**config.mk**
```make
export PLATFORM = sky130hd
export DESIGN_NAME = dma_chain_engine
export DESIGN_NICKNAME = d
export VERILOG_FILES = /design/src/rtl/dma_chain_pkg.sv /design/src/rtl/dma_cmd_decode.sv /design/src/rtl/dma_burst_buf.sv /design/src/rtl/dma_mem_if.sv /design/src/rtl/dma_chain_engine.sv
export SDC_FILE = /design/constraint.sdc
export NUM_CORES = 2
export LEC_CHECK = 0
export ABC_AREA = 0
export BUFFER_PORTS_ARGS = -buffer_cell sky130_fd_sc_hd__buf_4
export CORE_MARGIN = 5
export CORE_UTILIZATION = 50
export CTS_CLUSTER_DIAMETER = 200
export DETAILED_ROUTE_END_ITERATION = 8
export GPL_TIMING_DRIVEN = 0
export MAX_ROUTING_LAYER = met4
export PLACE_DENSITY_LB_ADDON = 0.25
export SYNTH_ARGS = -nofsm -noshare
export SYNTH_HDL_FRONTEND = slang
export SYNTH_SLANG_ARGS = --single-unit
```
**constraint.sdc**
```tcl
create_clock -name clk_i -period 9.9 [get_ports clk_i]
set_input_delay 0.99 -clock clk_i [delete_from_list [all_inputs] [get_ports clk_i]]
set_output_delay 0.99 -clock clk_i [all_outputs]
set_load 0.05 [all_outputs]
```
**src/rtl/dma_chain_pkg.sv**
```systemverilog
package dma_chain_pkg;
  localparam int unsigned ADDR_W = 32;
  localparam int unsigned DATA_W = 32;
  localparam int unsigned LEN_W  = 13;

  localparam int unsigned B_INC_SRC   = 31;
  localparam int unsigned B_INC_TGT   = 30;
  localparam int unsigned B_FLOW_SRC  = 29;
  localparam int unsigned B_FLOW_TGT  = 28;
  localparam int unsigned B_START_IRQ = 22;
  localparam int unsigned B_END_IRQ   = 21;

  typedef enum logic [2:0] {
    ST_IDLE, ST_FETCH, ST_CHECK, ST_RD, ST_WR, ST_POST
  } eng_state_e;

  typedef enum logic [1:0] {MI_IDLE, MI_REQ, MI_WAIT} mi_state_e;

  function automatic logic [ADDR_W-1:0] desc_base(input logic [ADDR_W-1:0] p,
                                                  input logic cmp);
    desc_base = {p[ADDR_W-1:4], 4'h0} + ((p[1] && cmp) ? 32'd32 : 32'd0);
  endfunction
endpackage

```
**src/rtl/dma_cmd_decode.sv**
```systemverilog
module dma_cmd_decode import dma_chain_pkg::*; #(
  parameter int unsigned MAX_BURST_BYTES = 32,
  localparam int unsigned IDX_W = $clog2(MAX_BURST_BYTES + 1)
) (
  input  logic [DATA_W-1:0] cmd_i,
  output logic [LEN_W-1:0]  len_o,
  output logic              width_ok_o,
  output logic [1:0]        wsh_o,
  output logic [2:0]        width_b_o,
  output logic [IDX_W-1:0]  burst_bytes_o,
  output logic [IDX_W-1:0]  burst_elems_o
);
  logic [IDX_W-1:0] size_b;

  always_comb begin
    len_o         = cmd_i[LEN_W-1:0];
    width_ok_o    = cmd_i[15:14] != 2'd0;
    wsh_o         = cmd_i[15:14] - 2'd1;
    width_b_o     = 3'd1 << wsh_o;
    size_b        = IDX_W'(4) << cmd_i[17:16];
    burst_bytes_o = (len_o < LEN_W'(size_b)) ? IDX_W'(len_o) : size_b;
    burst_elems_o = burst_bytes_o >> wsh_o;
  end
endmodule

```
**src/rtl/dma_burst_buf.sv**
```systemverilog
module dma_burst_buf #(
  parameter int unsigned DEPTH = 32,
  parameter int unsigned DW    = 32,
  parameter int unsigned IDX_W = 6,
  localparam int unsigned SEL_W = $clog2(DEPTH)
) (
  input  logic             clk_i,
  input  logic             wr_en_i,
  input  logic [IDX_W-1:0] wr_idx_i,
  input  logic [DW-1:0]    wr_data_i,
  input  logic [IDX_W-1:0] rd_idx_i,
  output logic [DW-1:0]    rd_data_o
);
  logic [DW-1:0] ent_q [DEPTH];

  for (genvar g = 0; g < DEPTH; g++) begin : g_ent
    always_ff @(posedge clk_i) begin
      if (wr_en_i && (wr_idx_i == IDX_W'(g))) ent_q[g] <= wr_data_i;
    end
  end

  assign rd_data_o = ent_q[rd_idx_i[SEL_W-1:0]];
endmodule

```
**src/rtl/dma_mem_if.sv**
```systemverilog
module dma_mem_if import dma_chain_pkg::*; (
  input  logic              clk_i,
  input  logic              rst_ni,
  input  logic              go_i,
  input  logic              we_i,
  input  logic [1:0]        size_i,
  input  logic [ADDR_W-1:0] addr_i,
  input  logic [DATA_W-1:0] wdata_i,
  output logic              done_o,
  output logic [DATA_W-1:0] rdata_o,
  output logic              mem_req_o,
  input  logic              mem_gnt_i,
  output logic              mem_we_o,
  output logic [1:0]        mem_size_o,
  output logic [ADDR_W-1:0] mem_addr_o,
  output logic [DATA_W-1:0] mem_wdata_o,
  input  logic              mem_rvalid_i,
  input  logic [DATA_W-1:0] mem_rdata_i
);
  mi_state_e st_q;

  always_ff @(posedge clk_i or negedge rst_ni) begin
    if (!rst_ni) begin
      st_q        <= MI_IDLE;
      mem_we_o    <= 1'b0;
      mem_size_o  <= 2'd0;
      mem_addr_o  <= '0;
      mem_wdata_o <= '0;
    end else begin
      case (st_q)
        MI_IDLE: if (go_i) begin
          st_q        <= MI_REQ;
          mem_we_o    <= we_i;
          mem_size_o  <= size_i;
          mem_addr_o  <= addr_i;
          mem_wdata_o <= wdata_i;
        end
        MI_REQ:  if (mem_gnt_i) st_q <= MI_WAIT;
        MI_WAIT: if (mem_rvalid_i) st_q <= MI_IDLE;
        default: st_q <= MI_IDLE;
      endcase
    end
  end

  assign mem_req_o = st_q == MI_REQ;
  assign done_o    = (st_q == MI_WAIT) && mem_rvalid_i;
  assign rdata_o   = mem_rdata_i;

  AST_REQ_HOLD: assert property (@(posedge clk_i) disable iff (!rst_ni)
    mem_req_o && !mem_gnt_i |=> mem_req_o && $stable(mem_addr_o) && $stable(mem_we_o));
  AST_ONE_OUTSTANDING: assert property (@(posedge clk_i) disable iff (!rst_ni)
    mem_req_o && mem_gnt_i |=> !mem_req_o);
endmodule

```
**src/rtl/dma_chain_engine.sv**
```systemverilog
module dma_chain_engine import dma_chain_pkg::*; #(
  parameter int unsigned MAX_BURST_BYTES = 32
) (
  input  logic              clk_i,
  input  logic              rst_ni,
  input  logic              start_i,
  input  logic              desc_mode_i,
  input  logic [31:0]       desc_ptr_i,
  input  logic [31:0]       cfg_src_i,
  input  logic [31:0]       cfg_tgt_i,
  input  logic [31:0]       cfg_cmd_i,
  input  logic              cmp_flag_i,
  input  logic              eor_stop_en_i,
  input  logic              eor_jump_en_i,
  input  logic              req_i,
  output logic              mem_req_o,
  input  logic              mem_gnt_i,
  output logic              mem_we_o,
  output logic [1:0]        mem_size_o,
  output logic [31:0]       mem_addr_o,
  output logic [31:0]       mem_wdata_o,
  input  logic              mem_rvalid_i,
  input  logic [31:0]       mem_rdata_i,
  output logic              run_o,
  output logic              stopped_o,
  output logic              start_flag_o,
  output logic              end_flag_o,
  output logic              eor_flag_o,
  output logic [12:0]       rem_len_o,
  output logic [31:0]       src_addr_o,
  output logic [31:0]       tgt_addr_o
);
  localparam int unsigned IDX_W = $clog2(MAX_BURST_BYTES + 1);

  eng_state_e         st_q;
  logic [ADDR_W-1:0]  ptr_q, src_q, tgt_q, fbase_q;
  logic [DATA_W-1:0]  cmd_q;
  logic [1:0]         word_q;
  logic [IDX_W-1:0]   idx_q, elems_q, bbytes_q;
  logic               acc_pend_q, desc_mode_q;

  logic [LEN_W-1:0]   len;
  logic               width_ok;
  logic [1:0]         wsh;
  logic [2:0]         width_b;
  logic [IDX_W-1:0]   d_bytes, d_elems;

  logic               need_acc, acc_go, acc_we, acc_done;
  logic [1:0]         acc_size;
  logic [ADDR_W-1:0]  acc_addr, step;
  logic [DATA_W-1:0]  acc_rdata, buf_rdata;
  logic               flow, waiting_req, cmpl_stop;
  logic               do_cmpl, do_stop, do_fetch, do_eor;

  dma_cmd_decode #(.MAX_BURST_BYTES(MAX_BURST_BYTES)) i_dec (
    .cmd_i(cmd_q), .len_o(len), .width_ok_o(width_ok), .wsh_o(wsh),
    .width_b_o(width_b), .burst_bytes_o(d_bytes), .burst_elems_o(d_elems)
  );

  dma_burst_buf #(.DEPTH(MAX_BURST_BYTES), .DW(DATA_W), .IDX_W(IDX_W)) i_buf (
    .clk_i(clk_i), .wr_en_i((st_q == ST_RD) && acc_done), .wr_idx_i(idx_q),
    .wr_data_i(acc_rdata), .rd_idx_i(idx_q), .rd_data_o(buf_rdata)
  );

  dma_mem_if i_mif (
    .clk_i(clk_i), .rst_ni(rst_ni), .go_i(acc_go), .we_i(acc_we),
    .size_i(acc_size), .addr_i(acc_addr), .wdata_i(buf_rdata),
    .done_o(acc_done), .rdata_o(acc_rdata),
    .mem_req_o(mem_req_o), .mem_gnt_i(mem_gnt_i), .mem_we_o(mem_we_o),
    .mem_size_o(mem_size_o), .mem_addr_o(mem_addr_o), .mem_wdata_o(mem_wdata_o),
    .mem_rvalid_i(mem_rvalid_i), .mem_rdata_i(mem_rdata_i)
  );

  assign flow        = cmd_q[B_FLOW_SRC] | cmd_q[B_FLOW_TGT];
  assign waiting_req = flow && !req_i;
  assign cmpl_stop   = !desc_mode_q || ptr_q[0] || eor_stop_en_i;
  assign step        = {29'd0, width_b};

  always_comb begin
    need_acc = 1'b0;
    acc_we   = 1'b0;
    acc_size = 2'd2;
    acc_addr = fbase_q + {28'd0, word_q, 2'b00};
    case (st_q)
      ST_FETCH: need_acc = 1'b1;
      ST_RD: begin
        need_acc = idx_q != elems_q;
        acc_size = wsh;
        acc_addr = src_q;
      end
      ST_WR: begin
        need_acc = idx_q != elems_q;
        acc_we   = 1'b1;
        acc_size = wsh;
        acc_addr = tgt_q;
      end
      default: ;
    endcase
  end
  assign acc_go = need_acc && !acc_pend_q;

  // what follows a length check or a finished burst
  always_comb begin
    do_cmpl = 1'b0;
    do_stop = 1'b0;
    do_fetch = 1'b0;
    do_eor = 1'b0;
    if (st_q == ST_CHECK) begin
      if (!width_ok) do_stop = 1'b1;
      else if (len == '0) do_cmpl = 1'b1;
    end else if (st_q == ST_POST) begin
      if (waiting_req) begin
        do_eor = 1'b1;
        if (eor_stop_en_i) do_stop = 1'b1;
        else if (eor_jump_en_i && desc_mode_q) do_fetch = 1'b1;
        else if (len == '0) do_cmpl = 1'b1;
      end else if (len == '0) begin
        do_cmpl = 1'b1;
      end
    end
    if (do_cmpl) begin
      if (cmpl_stop) do_stop = 1'b1;
      else do_fetch = 1'b1;
    end
  end

  always_ff @(posedge clk_i or negedge rst_ni) begin
    if (!rst_ni) begin
      st_q         <= ST_IDLE;
      ptr_q        <= '0;
      src_q        <= '0;
      tgt_q        <= '0;
      cmd_q        <= '0;
      fbase_q      <= '0;
      word_q       <= 2'd0;
      idx_q        <= '0;
      elems_q      <= '0;
      bbytes_q     <= '0;
      acc_pend_q   <= 1'b0;
      desc_mode_q  <= 1'b0;
      run_o        <= 1'b0;
      stopped_o    <= 1'b1;
      start_flag_o <= 1'b0;
      end_flag_o   <= 1'b0;
      eor_flag_o   <= 1'b0;
    end else begin
      if (acc_go) acc_pend_q <= 1'b1;
      else if (acc_done) acc_pend_q <= 1'b0;

      case (st_q)
        ST_IDLE: if (start_i) begin
          run_o        <= 1'b1;
          stopped_o    <= 1'b0;
          start_flag_o <= 1'b0;
          end_flag_o   <= 1'b0;
          eor_flag_o   <= 1'b0;
          desc_mode_q  <= desc_mode_i;
          if (desc_mode_i) begin
            fbase_q <= desc_base(desc_ptr_i, cmp_flag_i);
            word_q  <= 2'd0;
            st_q    <= ST_FETCH;
          end else begin
            src_q <= cfg_src_i;
            tgt_q <= cfg_tgt_i;
            cmd_q <= cfg_cmd_i;
            st_q  <= ST_CHECK;
          end
        end
        ST_FETCH: if (acc_done) begin
          word_q <= word_q + 2'd1;
          case (word_q)
            2'd0: ptr_q <= acc_rdata;
            2'd1: src_q <= acc_rdata;
            2'd2: tgt_q <= acc_rdata;
            default: begin
              cmd_q <= acc_rdata;
              if (acc_rdata[B_FLOW_SRC]) src_q[1:0] <= 2'b00;
              if (acc_rdata[B_FLOW_TGT]) tgt_q[1:0] <= 2'b00;
              if (acc_rdata[B_START_IRQ]) start_flag_o <= 1'b1;
              st_q <= ST_CHECK;
            end
          endcase
        end
        ST_CHECK: if (width_ok && (len != '0) && !waiting_req) begin
          elems_q  <= d_elems;
          bbytes_q <= d_bytes;
          idx_q    <= '0;
          st_q     <= ST_RD;
        end
        ST_RD: begin
          if (acc_done) begin
            idx_q <= idx_q + IDX_W'(1);
            if (cmd_q[B_INC_SRC]) src_q <= src_q + step;
          end else if (!acc_pend_q && (idx_q == elems_q)) begin
            idx_q <= '0;
            st_q  <= ST_WR;
          end
        end
        ST_WR: begin
          if (acc_done) begin
            idx_q <= idx_q + IDX_W'(1);
            if (cmd_q[B_INC_TGT]) tgt_q <= tgt_q + step;
          end else if (!acc_pend_q && (idx_q == elems_q)) begin
            cmd_q[LEN_W-1:0] <= len - LEN_W'(bbytes_q);
            st_q <= ST_POST;
          end
        end
        ST_POST: st_q <= ST_CHECK;
        default: st_q <= ST_IDLE;
      endcase

      if (do_eor) eor_flag_o <= 1'b1;
      if (do_cmpl && cmd_q[B_END_IRQ]) end_flag_o <= 1'b1;
      if (do_stop) begin
        run_o     <= 1'b0;
        stopped_o <= 1'b1;
        st_q      <= ST_IDLE;
      end else if (do_fetch) begin
        fbase_q <= desc_base(ptr_q, cmp_flag_i);
        word_q  <= 2'd0;
        st_q    <= ST_FETCH;
      end
    end
  end

  assign rem_len_o  = cmd_q[LEN_W-1:0];
  assign src_addr_o = src_q;
  assign tgt_addr_o = tgt_q;

  AST_FETCH_ALIGNED: assert property (@(posedge clk_i) disable iff (!rst_ni)
    (st_q == ST_FETCH) && mem_req_o |-> !mem_we_o && (mem_addr_o[1:0] == 2'b00) && (mem_size_o == 2'd2));
  AST_RD_PHASE_READS: assert property (@(posedge clk_i) disable iff (!rst_ni)
    (st_q == ST_RD) && mem_req_o |-> !mem_we_o);
  AST_WR_PHASE_WRITES: assert property (@(posedge clk_i) disable iff (!rst_ni)
    (st_q == ST_WR) && mem_req_o |-> mem_we_o);
  AST_FLOW_WAIT: assert property (@(posedge clk_i) disable iff (!rst_ni)
    (st_q == ST_CHECK) && width_ok && (len != '0) && waiting_req |=> (st_q == ST_CHECK) && !mem_req_o);
  AST_LEN_STABLE_IN_BURST: assert property (@(posedge clk_i) disable iff (!rst_ni)
    (st_q == ST_RD) |=> $stable(rem_len_o));
  AST_STOP_DROPS_RUN: assert property (@(posedge clk_i) disable iff (!rst_ni)
    $rose(stopped_o) |-> !run_o);
  AST_WIDTH0_STOPS: assert property (@(posedge clk_i) disable iff (!rst_ni)
    (st_q == ST_CHECK) && !width_ok |=> !run_o && stopped_o && $stable(rem_len_o));
endmodule

```
-- Yosys cells after proc, flatten, opt, wreduce, memory -nomap -nowiden
Memory sizes are Yosys's and may differ from the RTL's. A register that Yosys moved wholly into a read port is not among the register bits.
Cells that the tools add are included.
- shift operators: 3
- $add $sub $neg: 9
- bitwise operators: 1
- mux-type cells: 260
- eq/ne operators: 72
- magnitude comparators: 1
- reductions and logical operators: 120
- operator list (kind ; count):
    2-to-1 mux 32 bit ; 50
    OR reduction 32 bit ; 31
    case mux 32 bit (3 select lines) ; 2
    2-to-1 mux 5 bit ; 31
    2-to-1 mux 1 bit ; 133
    equality test 6 x 5 -> 1 bit (second input constant) ; 16
    adder 32 x 3 -> 32 bit ; 2
    adder 32 x 6 -> 32 bit ; 2
    case mux 32 bit (2 select lines) ; 1
    2-to-1 mux 30 bit ; 2
    equality test 6 x 4 -> 1 bit (second input constant) ; 8
    logical AND 1 bit ; 43
    2-to-1 mux 6 bit ; 7
    case mux 13 bit (3 select lines) ; 1
    case mux 19 bit (2 select lines) ; 1
    adder 32 x 4 -> 32 bit ; 1
    2-to-1 mux 3 bit ; 10
    != test 2 bit (second input constant) ; 15
    2-to-1 mux 13 bit ; 2
    equality test 6 x 3 -> 1 bit (second input constant) ; 4
    2-to-1 mux 2 bit ; 12
    != test 4 bit (second input constant) ; 6
    AND reduction 8 bit ; 3
    AND reduction 7 bit ; 3
    41 further kinds ; 80
- output and inout port bits: 150
- register bits after elaboration: 227
- memories kept: 1
- input port bits: 170
- bits in writable memories: 1024
- memories (name ; depth ; width ; read ports ; clocked after Yosys merged registers in ; wr ports ; RTL line ; text):
    i_buf.ent_q ; 32 ; 32 ; 1 ; 1 ; 1 ; dma_burst_buf.sv:14 ; logic [DW-1:0] ent_q [DEPTH];

-- Logic depth before layout (Yosys ltp)
- word-level depth: 38
- gate-level depth with buffers: 11

-- Modules after synthesis
From an unflattened synthesis, not the netlist that was laid out.
- cells, all modules: 3978
- area total of the unflattened synthesis: 56103.8 um^2
- by module, submodules not included (module ; area each (um^2) ; times used ; cells an instance ; sequential area each (um^2)):
    dma_burst_buf ; 39880.7 ; 1 ; 2236 ; 30749.5
    dma_chain_engine ; 12786.0 ; 1 ; 1482 ; 4705.8
    dma_mem_if ; 2830.2 ; 1 ; 183 ; 1726.7
    dma_cmd_decode ; 606.8 ; 1 ; 77 ; 0.0

-- Worst setup path before layout
No wires, ideal clock.
- path kind: input-to-reg
- from: input port mem_rvalid_i
- to: memory i_buf.ent_q[17][0] (enable)
- data arrival time: 4.781 ns
- path buffers: 1
- slack: 4.618 ns
- stages: 5
- data required time: 9.399 ns
- library setup time: 0.501 ns
- cell sequence: nand3b_1 > nor3_1 > nand2_1 > clkbuf_1 > nor4_1
- cells in the longest elaborated chain, start to end: 37
- elaborated cells between the ends (all ways): 191
- RTL lines (what ; RTL line ; text):
    from (decl) ; dma_chain_engine.sv:22 ; input logic mem_rvalid_i,
    logical AND 1 bit * ; dma_mem_if.sv:46 ; assign done_o = (st_q == MI_WAIT) && mem_rvalid_i;
    logical AND 1 bit * ; dma_chain_engine.sv:61 ; .clk_i(clk_i), .wr_en_i((st_q == ST_RD) && acc_done), .wr_idx_i(idx_q),
    logical AND 1 bit ; dma_burst_buf.sv:18 ; if (wr_en_i && (wr_idx_i == IDX_W'(g))) ent_q[g] <= wr_data_i;
    2-to-1 mux 1 bit ; dma_burst_buf.sv:18 ;
    2-to-1 mux 1 bit (implied by the code) ; dma_burst_buf.sv:18 ;
    OR reduction 32 bit (no line) ; - ;
    2-to-1 mux 5 bit (no line) / 2-to-1 mux 1 bit (equally long branches) (31 in a row) ; - ;
    to (decl) ; dma_burst_buf.sv:14 ;
Mark *: on every way between the ends. The rest lies on a longest branch, timed or not.

-- Worst setup path after layout
- from: register idx_q[3]
- to: register i_mif.st_q[0]
- cells in the longest elaborated chain, start to end: 5
- RTL lines (what ; RTL line ; text):
    from (decl) ; dma_chain_engine.sv:39 ; logic [IDX_W-1:0] idx_q, elems_q, bbytes_q;
    from (signal assigned) ; dma_chain_engine.sv:192 ; idx_q <= idx_q + IDX_W'(1);
    from (signal assigned) ; dma_chain_engine.sv:201 ; idx_q <= idx_q + IDX_W'(1);
    != test 6 bit ; dma_chain_engine.sv:87, dma_chain_engine.sv:92 ;
    case mux 1 bit (2 select lines) ; dma_chain_engine.sv:84 ; case (st_q)
    logical AND 1 bit ; dma_chain_engine.sv:100 ; assign acc_go = need_acc && !acc_pend_q;
    != test 2 bit (no line) ; - ;
    AND reduction 3 bit (no line) ; - ;
    to (signal assigned) ; dma_mem_if.sv:38 ; MI_REQ: if (mem_gnt_i) st_q <= MI_WAIT;
    to (signal assigned) ; dma_mem_if.sv:39 ; MI_WAIT: if (mem_rvalid_i) st_q <= MI_IDLE;
    to (signal assigned) ; dma_mem_if.sv:40 ; default: st_q <= MI_IDLE;
    to (decl) ; dma_mem_if.sv:20 ; mi_state_e st_q;
Every way passes these cells.
A chain may end at the register's enable or synchronous reset.

==> Flow_metrics.wiki <==
{| class="wikitable"
! Metric !! Value
|-
| Overall global routing resource usage || between 30% and 40%
|-
| FFs w/ async S/R, synth || about a fifth
|-
| Clock edge transition at the registers on the reported setup and hold paths || ~0.06 ns
|-
| Cell Chain, Critical Path || clkbuf_1 -> xor2_1 -> nor4_1 -> a21oi_1 -> o21ai_2 -> buf_2 -> buf_2 -> o21ai_0
|-
| TritonCTS buffer count || between 100 and 150
|-
| Worst setup skew after layout || 0.0350 ns
|-
| Accumulated negative setup slack || 0 ns
|-
| Cell count after synthesis || around 3300
|-
| EDFF count, synth || just over 1000
|-
| Worst Hold Margin || roughly 0.24 ns
|-
| Maximum operating frequency || 0.193 GHz
|-
| RSZ-0062 raised after global routing || false
|-
| Syn Nets || between 3000 and 4000
|-
| Mean instance size in the synthesized netlist || 16.6 um^2
|-
| # clock sinks || between 1000 and 1500
|-
| Pin count of the biggest net entering global routing || 102
|-
| Detailed Route WL || between 150000 and 200000 um
|-
| Vias || 34600
|-
| Number of buffers added on ports || between 300 and 400
|-
| Via density per instance || 6.54
|-
| Comb power frac || between 20% and 30%
|-
| Register share of total power || ~44%
|-
| Hold-fix buffers at CTS || 0
|-
| Pins over their slew limit || 0
|-
| Type of element launching the critical path || flip-flop
|-
| Initial antenna violation count || 13
|-
| Std-Cell Rows || 120
|-
| Root buffer cell || clkbuf_16
|-
| Worst IR Drop VDD || ~0.19 mV
|-
| Cell Count Post-Placement || 5058
|-
| Synth top area cells || edfxtp_1 (57%), mux4_2 (13%), dfrtp_1 (11%)
|-
| Setup crit end kind || flip-flop
|-
| Most common cell after layout, fill and taps aside || edfxtp_1
|-
| Non-filler instance count after layout || between 5000 and 6000
|-
| Synth warn || 0
|-
| Pwr/cell area || approximately 240 mW/mm^2
|-
| Total Power Consumption || ~15 mW
|-
| Arrival time of data at the critical path endpoint || roughly 5.8 ns
|-
| Ratio of cells with drive above 1 in the final layout || a little over a quarter
|-
| Clk_lat worst skew || between 0.7 and 0.8 ns
|-
| Synth Register Bits || between 1000 and 1500
|-
| Internal portion of total power || a little over 10 mW
|-
| Data required time of the critical path || roughly 10 ns
|-
| Core outline area || roughly 0.11 mm^2
|-
| Largest area contributor in the synthesized netlist || edfxtp_1
|-
| Leakage power summed over all cells || ~22 nW
|-
| Vert. Die Dim || 339 um
|-
| Number of buffers on the longest clock path || 3
|-
| Area of the die || between 0.1 and 0.15 mm^2
|-
| Remaining routing DRC violations || 0
|-
| Highest fanout seen on the critical path || 10
|-
| Worst slew pin tran || between 1 and 1.5 ns
|-
| Status || complete, no violations
|-
| First-pass GRT wire length || ~250000 um
|-
| Most used cells in the layout excluding fill and tap cells || edfxtp_1 (1024), buf_4 (329), mux4_2 (323)
|-
| Area Overhead vs Synth || 17.7%
|-
| Pre-CTS setup slack || ~5 ns
|-
| Total half-perimeter wirelength after legalization and detailed placement || about 120000 um
|-
| Worst Path Buf+Inv || 3
|-
| Final weighted congestion in routability-driven placement || roughly 1
|-
| Period Utilization, post-route || a little over half
|-
| Post-layout min period || around 5.2 ns
|-
| Most frequently used flop master after synthesis || edfxtp_1
|-
| Final Hold Fails || 0
|-
| Max-Cap Viols || 0
|-
| Vias in the first global route || ~34000
|-
| WS Path Type || flip-flop to flip-flop
|-
| Overflow left after global routing || 0
|-
| Total number of nets in the final design || between 3000 and 4000
|-
| Delay contributed by the slowest stage of the critical path || about 1.0 ns
|-
| Top cell type's share of synthesized area || between 50% and 60%
|-
| Number of antenna-violating nets in the routed design || 0
|-
| Dominant cell type by count on the critical path || buf_2
|-
| Cells resized by post-CTS repair || 0
|-
| Unique cell type count in the Yosys netlist || 80
|-
| Ports || 320
|-
| Part of the power in the clock network || a little under a third
|-
| Initial DRC count || between 5000 and 6000
|-
| Detailed Routing Iterations Pass 1 || 9
|-
| Cell area after synthesis || 0.0541 mm^2
|-
| Switching power || 5.40 mW
|-
| Max_slew headroom || under 10%
|-
| Post-CTS Setup Repair Bufs || 0
|-
| Die width || between 300 and 400 um
|-
| TritonCTS clock tree || built
|-
| Proportion of synthesized chip area in sequential cells || approximately two thirds
|-
| Critical path's top delay family || buffers and inverters
|-
| H-tree levels || 4
|-
| Setup Viol. Count Final || 0
|-
| Net Sw Frac || between 30% and 40%
|-
| Classification of the worst-slack hold path || primary input to asynchronous set/reset pin
|-
| Post-layout worst setup margin || 4.71 ns
|-
| Detailed-route wire length per cell || between 30 and 40 um
|-
| Slowest library cell on the worst path || o21ai_2
|-
| Initial core utilization || 50.4%
|}
==> cells by family (layout without fill, tap and decap cells) <==
family / count (synthesis) / in the layout / share of synthesized area, %
fa+ha+maj: 38 / 38 / 0.934
mux: 394 / 394 / 14.8
flops: 1271 / 1271 / 68.3
buf+inv: 254 / 875 / 1.95
simple gates: 695 / 695 / 6.15
compound gates: 531 / 531 / 6.53
other cells: 0 / 8 / 0
xor+xnor: 84 / 84 / 1.36
==> per-layer routing <==
metal | up-vias | global-route usage, % | wire, um
li1 | 14100 | - | -
met2 | 2327 | 44.5 | 78700
met3 | 405 | 8.68 | 21000
met4 | 0 | 11.4 | 7450
met5 | - | - | 0
met1 | 17800 | 42.4 | 67000
==> worst register-to-register path: stages (launching register included) <==
cell and delay [ns]:
dfrtp_1 0.33, clkbuf_1 0.78, xor2_1 0.16, nor4_1 0.94, a21oi_1 0.25, o21ai_2 1.02, buf_2 0.68, buf_2 0.67
o21ai_0 0.21
==> flip-flops by register name, summed over array words and instances (netlist names), 2 cells and up <==
register,flops
i_mif.mem_addr_o,32
word_q,2
elems_q,6
i_buf.ent_q,1024
cmd_q,22
i_mif.mem_size_o,2
i_mif.st_q,2
ptr_q,30
tgt_addr_o,32
st_q,3
src_addr_o,32
fbase_q,32
idx_q,6
bbytes_q,6
i_mif.mem_wdata_o,32
==> power by group through the flow <==
stage / registers (mW) / clock network, mW / logic [mW]
after floorplan: 7.44 / 0 / 1.70
after global placement: 6.89 / 0 / 3.79
after detailed placement: 6.89 / 0 / 3.83
after CTS: 6.79 / 4.79 / 3.85
after global routing: 6.85 / 5.03 / 4.11
final: 6.83 / 4.75 / 3.92
==> synth_stat cells (all sizes together) (30+ instances only) <==
master,count
nor2,147
nand4,31
clkbuf,119
mux4,323
edfxtp,1024
nand2,242
inv,56
ha,34
a31oi,34
nand3,62
xor2,33
buf,79
mux2,30
a221oi,37
a21oi,88
nor3,53
o21ai,175
mux2i,41
dfrtp,246
xnor2,51
and3,33
==> layout make-up <==
cell class                      instances  area [um^2]
Timing Repair Buffer                  388         3540
Antenna cell                            8         20.0
Multi-Input combinational cell       1742        16300
Tap cell                             1403         1760
Inverter                               56          210
Fill cell                            7885        43600
Buffer                                198          846
Sequential cell                      1271        36900
Clock buffer                          186         3660
Clock inverter                         47          458
==> final timing paths <==
path,slack [ns],to,startpoint,cells after the start
min reg2reg,0.48,bbytes_q[5],bbytes_q[5],2
max in group asynchronous,8.63,ptr_q[20],rst_ni,2
max reg2reg,4.71,i_mif.st_q[0],idx_q[3],8
min in group clk_i,0.48,i_mif.st_q[0],mem_gnt_i,2
max,4.71,i_mif.st_q[0],idx_q[3],8
min,0.24,cmd_q[9],rst_ni,1
==> stage by stage <==
stage | instance area (um^2) | util, %
final | 63700 | 59.3
after CTS | 63700 | 59.3
after floorplan | 54100 | -
after global routing | 63700 | 59.3
after global placement | 58200 | 54.2
after detailed placement | 59600 | 55.5
Note: power is estimated with default switching activity, not from simulation.
